===== src/rtl/intc_pkg.sv =====
package intc_pkg;
  localparam int BANK_SRC   = 32;
  localparam int WORD_IDX_W = 8;
  localparam int MAX_BANKS  = 4;

  localparam logic [WORD_IDX_W-1:0] CTRL_IDX  = 8'h12;
  localparam logic [2:0]            GRP_TAG   = 3'b001;

  localparam logic [2:0] SLOT_STATUS  = 3'd0;
  localparam logic [2:0] SLOT_MASK    = 3'd1;
  localparam logic [2:0] SLOT_UNMASK  = 3'd2;
  localparam logic [2:0] SLOT_BLOCK   = 3'd3;
  localparam logic [2:0] SLOT_PENDING = 3'd6;
endpackage


===== src/rtl/intc_sync.sv =====
module intc_sync #(
  parameter int WIDTH = 32
) (
  input  logic             clk,
  input  logic             rst,
  input  logic [WIDTH-1:0] d_i,
  output logic [WIDTH-1:0] q_o
);
  logic [WIDTH-1:0] meta_q;
  logic [WIDTH-1:0] stab_q;

  always_ff @(posedge clk) begin
    if (rst) begin
      meta_q <= '0;
      stab_q <= '0;
    end else begin
      meta_q <= d_i;
      stab_q <= meta_q;
    end
  end

  assign q_o = stab_q;

  a_r2_two_stage: assert property (@(posedge clk) disable iff (rst)
    !$past(rst) |=> stab_q == $past(meta_q));
endmodule


===== src/rtl/intc_bank.sv =====
module intc_bank #(
  parameter int WIDTH = 32
) (
  input  logic             clk,
  input  logic             rst,
  input  logic [WIDTH-1:0] status_i,
  input  logic             unmask_we,
  input  logic             block_we,
  input  logic [WIDTH-1:0] wdata,
  output logic [WIDTH-1:0] mask_o,
  output logic [WIDTH-1:0] pend_o
);
  logic [WIDTH-1:0] mask_q;

  always_ff @(posedge clk) begin
    if (rst) begin
      mask_q <= '1;
    end else if (block_we) begin
      mask_q <= mask_q | wdata;
    end else if (unmask_we) begin
      mask_q <= mask_q & ~wdata;
    end
  end

  assign mask_o = mask_q;
  assign pend_o = status_i & ~mask_q;

  a_r1_reset_mask: assert property (@(posedge clk)
    rst |=> (&mask_q));
  a_r4_block_sets: assert property (@(posedge clk) disable iff (rst)
    block_we |=> ((mask_q & $past(wdata)) == $past(wdata)) &&
                 ((mask_q & ~$past(wdata)) == ($past(mask_q) & ~$past(wdata))));
  a_r3_unmask_clears: assert property (@(posedge clk) disable iff (rst)
    (unmask_we && !block_we) |=> ((mask_q & $past(wdata)) == '0) &&
                 ((mask_q & ~$past(wdata)) == ($past(mask_q) & ~$past(wdata))));
  a_r3_idle_keeps: assert property (@(posedge clk) disable iff (rst)
    (!unmask_we && !block_we) |=> $stable(mask_q));
endmodule


===== src/rtl/intc_irq_latch.sv =====
module intc_irq_latch (
  input  logic clk,
  input  logic rst,
  input  logic any_pend,
  input  logic ack,
  output logic irq_o
);
  logic irq_q;

  always_ff @(posedge clk) begin
    if (rst) begin
      irq_q <= 1'b0;
    end else if (irq_q) begin
      irq_q <= !ack;
    end else begin
      irq_q <= any_pend;
    end
  end

  assign irq_o = irq_q;

  a_r7_hold: assert property (@(posedge clk) disable iff (rst)
    (irq_q && !ack) |=> irq_q);
  a_r8_drop: assert property (@(posedge clk) disable iff (rst)
    (irq_q && ack) |=> !irq_q);
  a_r6_rise: assert property (@(posedge clk) disable iff (rst)
    (!irq_q && any_pend) |=> irq_q);
  a_r6_idle: assert property (@(posedge clk) disable iff (rst)
    (!irq_q && !any_pend) |=> !irq_q);
endmodule


===== src/rtl/intc_banked.sv =====
module intc_banked
  import intc_pkg::*;
#(
  parameter int NBANK = 4
) (
  input  logic                        clk,
  input  logic                        rst,
  input  logic [NBANK*BANK_SRC-1:0]   irq_in,
  input  logic                        wr_en,
  input  logic                        rd_en,
  input  logic [WORD_IDX_W-1:0]       addr,
  input  logic [BANK_SRC-1:0]         wdata,
  output logic [BANK_SRC-1:0]         rdata,
  output logic                        irq_out
);
  localparam int NSRC = NBANK * BANK_SRC;

  logic [NSRC-1:0]     sync_lv;
  logic [BANK_SRC-1:0] mask_a   [NBANK];
  logic [BANK_SRC-1:0] pend_a   [NBANK];
  logic [NBANK-1:0]    pend_any;
  logic [1:0]          bsel;
  logic [2:0]          slot;
  logic                grp_hit;
  logic                in_bank;
  logic                ack;
  logic [BANK_SRC-1:0] rd_val;
  logic [BANK_SRC-1:0] rdata_q;

  intc_sync #(.WIDTH(NSRC)) u_sync (
    .clk (clk),
    .rst (rst),
    .d_i (irq_in),
    .q_o (sync_lv)
  );

  assign bsel    = addr[4:3];
  assign slot    = addr[2:0];
  assign grp_hit = (addr[WORD_IDX_W-1:5] == GRP_TAG);
  assign in_bank = grp_hit && (int'(bsel) < NBANK);
  assign ack     = wr_en && (addr == CTRL_IDX) && wdata[0];

  for (genvar g = 0; g < NBANK; g++) begin : g_bank
    logic sel;
    assign sel = in_bank && (int'(bsel) == g);

    intc_bank #(.WIDTH(BANK_SRC)) u_bank (
      .clk       (clk),
      .rst       (rst),
      .status_i  (sync_lv[g*BANK_SRC +: BANK_SRC]),
      .unmask_we (wr_en && sel && (slot == SLOT_UNMASK)),
      .block_we  (wr_en && sel && (slot == SLOT_BLOCK)),
      .wdata     (wdata),
      .mask_o    (mask_a[g]),
      .pend_o    (pend_a[g])
    );

    assign pend_any[g] = |pend_a[g];
  end

  intc_irq_latch u_latch (
    .clk      (clk),
    .rst      (rst),
    .any_pend (|pend_any),
    .ack      (ack),
    .irq_o    (irq_out)
  );

  always_comb begin
    rd_val = '0;
    for (int g = 0; g < NBANK; g++) begin
      if (in_bank && (int'(bsel) == g)) begin
        case (slot)
          SLOT_STATUS:  rd_val = sync_lv[g*BANK_SRC +: BANK_SRC];
          SLOT_MASK:    rd_val = mask_a[g];
          SLOT_PENDING: rd_val = pend_a[g];
          default:      rd_val = '0;
        endcase
      end
    end
  end

  always_ff @(posedge clk) begin
    if (rst) begin
      rdata_q <= '0;
    end else if (rd_en) begin
      rdata_q <= rd_val;
    end
  end

  assign rdata = rdata_q;

  a_r9_alias_reads_zero: assert property (@(posedge clk) disable iff (rst)
    (rd_en && ((grp_hit && (slot == SLOT_UNMASK || slot == SLOT_BLOCK)) ||
               addr == CTRL_IDX)) |=> rdata == '0);
  a_r10_outside_reads_zero: assert property (@(posedge clk) disable iff (rst)
    (rd_en && !in_bank) |=> rdata == '0);
  a_r12_hold: assert property (@(posedge clk) disable iff (rst)
    !rd_en |=> $stable(rdata));
  a_r1_reset_outputs: assert property (@(posedge clk)
    rst |=> (rdata == '0) && !irq_out);
endmodule


===== config.mk =====
export PLATFORM = sky130hd
export DESIGN_NAME = intc_banked
export DESIGN_NICKNAME = d
export VERILOG_FILES = /design/src/rtl/intc_pkg.sv /design/src/rtl/intc_sync.sv /design/src/rtl/intc_bank.sv /design/src/rtl/intc_irq_latch.sv /design/src/rtl/intc_banked.sv
export SDC_FILE = /design/constraint.sdc
export NUM_CORES = 1
export LEC_CHECK = 0
export ABC_AREA = 1
export BUFFER_PORTS_ARGS = -buffer_cell sky130_fd_sc_hd__buf_4
export CORE_ASPECT_RATIO = 0.7
export CORE_MARGIN = 3
export CORE_UTILIZATION = 40
export CTS_CLUSTER_DIAMETER = 60
export CTS_CLUSTER_SIZE = 16
export DETAILED_ROUTE_END_ITERATION = 7
export GPL_TIMING_DRIVEN = 1
export MAX_ROUTING_LAYER = met4
export SLEW_MARGIN = 5
export SYNTH_ARGS = -nofsm -noshare
export SYNTH_HDL_FRONTEND = slang
export SYNTH_SLANG_ARGS = --single-unit

===== constraint.sdc =====
create_clock -name clk -period 1.25 [get_ports clk]
set_input_delay 0 -clock clk [delete_from_list [all_inputs] [get_ports clk]]
set_output_delay 0 -clock clk [all_outputs]
set_load 0.01 [all_outputs]

==> results.py <==
metrics = {
    "run_status": {
        "status": "finished, violations left",
        "violations": "negative setup slack",
    },
    "sta": {
        "skew_ns": 0.0263,
        "post-route-period-util": 1.10,
        "final_hold_viol_count": 0,
        "period_needed_ns": 1.37,
        "finalSetupTns_ns": -0.240,
        "rsz0062_at_grt": "true",
        "tightest_slew_ns": 0.561,
        "drv_slew": 0,
        "clock.fmax_mhz": 730,
        "finalSetupViolCount": 2,
        "worst_slack_ns": -0.121,
        "fin_hold_ws_ns": 0.0133,
        "maxSlewHeadroom": 0.625,
    },
    "synth": {
        "synth_top_area_share": 0.468,
        "postSynthCellCount": 2604,
        "avgSynthCellArea_um2": 6.85,
        "synth.distinct_cells": 30,
        "synth-seq-cells": 417,
        "ys_warn_count": 0,
        "netlist_area_um2": 17800,
        "synthesis.nets": 2776,
        "ys_seq_area_frac": 0.468,
        "synth.area.top_cells": "dfxtp_1 47%, nand2_1 10%, inv_1 9.7%, nor2_1 8.1%, nand3_1 6.6%",
        "yosys.area.top_type": "dfxtp_1",
    },
    "routing": {
        "wl_per_cell_um": 17.4,
        "wl_mm": 65.4,
        "drc": 0,
        "dr.first_iter.drc_count": 1641,
        "viasPerCell": 4.98,
        "dr.pass1.iters": 5,
        "vias": 18700,
        "drtAntennaViolNets": 0,
    },
    "global_route": {
        "grt_overflow_total": 0,
        "antenna_found_initial": 0,
        "first_global_vias": 18300,
        "track_usage": 0.280,
        "grt_pass1_wl_mm": 100,
        "grt_max_degree": 52,
    },
    "clock_network": {
        "clock_latency_ns": 0.55,
        "cts_buffer_depth": 3,
        "cts-root-buf": "clkbuf_16",
        "cts_max_level": 2,
        "cts_made_buffers": 36,
        "cts_sinks": 417,
        "tritoncts": "done",
        "path_clk_slew_ns": 0.08,
    },
    "layout": {
        "utilization": 0.581,
        "antenna_cells": 0,
        "mostFrequentLayoutCells": "462 x nand2_1, 440 x inv_1, 428 x buf_4, 361 x nor2_1, 360 x dfxtp_1",
        "drive_gt1_frac": 0.228,
        "final_common_cell": "nand2_1",
        "design_area_um2": 25500,
        "syn_to_final_growth_pct": 42.9,
        "finalNetCount": 3328,
        "stdcell_count": 3764,
    },
    "die": {
        "die_h_um": 183,
        "start_util": 0.406,
        "core.rowCount": 64,
        "die-width_um": 258,
        "core_area_um2": 43900,
        "io_pins": 205,
        "die_area_um2": 47200,
    },
    "placed_design": {
        "dpl.hpwl_mm": 44.7,
        "place_congestion": 0.907,
        "place_inst": 3533,
        "place_area_um2": 22200,
        "numPortBuffers": 204,
    },
    "power_and_ir_drop": {
        "p_per_area_nw_per_um2": 1090,
        "vdd_ir_drop_max_uv": 736,
        "p_leak_nw": 12.6,
    },
    "critical_path": {
        "end_kind": "output pin",
        "required_ns": 1.25,
        "crit_type": "reg -> out",
        "start_kind": "flop",
        "cp.arrival_ns": 1.37,
        "path_max_fanout": 2,
    },
    "worst_hold_path": {
        "hold_path_class": "in -> reg",
    },
    "job": {
        "maxCapViolCount": 0,
    },
}
[cell usage after synthesis]
cell and instances:
nor2_1 386, nand3b_1 1, or2_2 1, clkbuf_2 1
buf_4 6, nor2_2 1, o22ai_1 2, buf_2 25
nor2_4 2, nor4_1 1, nand3_2 2, nor3_1 3
inv_1 462, nand3_1 234, o311ai_1 21, o21ai_0 232
clkbuf_1 108, o211ai_1 1, a21boi_1 1, dfxtp_1 417
nand4_1 16, nand2_2 4, nand2_1 494, o311ai_0 51
buf_1 5, inv_2 5, a21oi_1 119, nor3_4 1
nor3_2 1, a41oi_1 1
[report_power, final]
group          switching (mW)  internal (mW)
Sequential              0.215           13.7
Combinational            1.59           1.44
Clock                    5.24           5.56
Total                    7.04           20.7
[area by class of cell]
cell class	instances	area, um2
flip-flops and latches	417	8430
clock buffers	40	957
fillers	4088	18400
multi-input cells	1575	7490
clock inverters	12	96.3
well taps	594	743
inverters	467	1760
repair buffers	659	6010
[worst max-delay path, stage by stage, from the launching register on]
cell	delay, ns
dfxtp_1	0.46
buf_4	0.23
buf_4	0.14
[kinds of logic after synthesis]
| logic type | after synthesis | synth area share |
|---|---|---|
| AND/OR/NAND/NOR | 1147 | 0.264 |
| buffers and inverters | 612 | 0.132 |
| flip-flops | 417 | 0.468 |
| AO/OA/AOI/OAI | 428 | 0.136 |
[worst paths after layout]
path	cells after the start	slack [ns]	start	end
setup / recovery	2	-0.12	u_latch.irq_o$_SDFF_PP0_	irq_out
hold / removal	6	0.01	addr[7]	u_latch.irq_o$_SDFF_PP0_
setup reg to reg	11	-0.12	flop	u_latch.irq_o$_SDFF_PP0_
hold reg to reg	2	0.39	u_sync.meta_q[27]$_SDFF_PP0_	u_sync.q_o[27]$_SDFF_PP0_
[metal layers]
layer / share of wire / vias up / track usage
met5: 0 / - / -
met4: 0.043 / 0 / 0.114
li1: - / 9248 / -
met3: 0.055 / 149 / 0.0297
met1: 0.42 / 8735 / 0.343
met2: 0.48 / 602 / 0.475
[through the flow]
step / setup WS (ns) / total power, mW
final: -0.121 / 27.7
after global routing: -0.178 / 28.7
after CTS: -0.0946 / 27.9
after detailed placement: -0.366 / 16.7
after global placement: -0.407 / 16.7
after floorplan: 0.0553 / 15.2
[what timing repair did]
action | 4_1_cts | 5_1_grt
hold buffers | 175 | 0
endpoints found under the hold margin | 278 | 0
endpoints found under the setup margin | 10 | 29
pin swaps | 25 | 80
setup buffers | 0 | 5
gates resized for setup | 52 | 163
(Power assumes the default switching activity.)
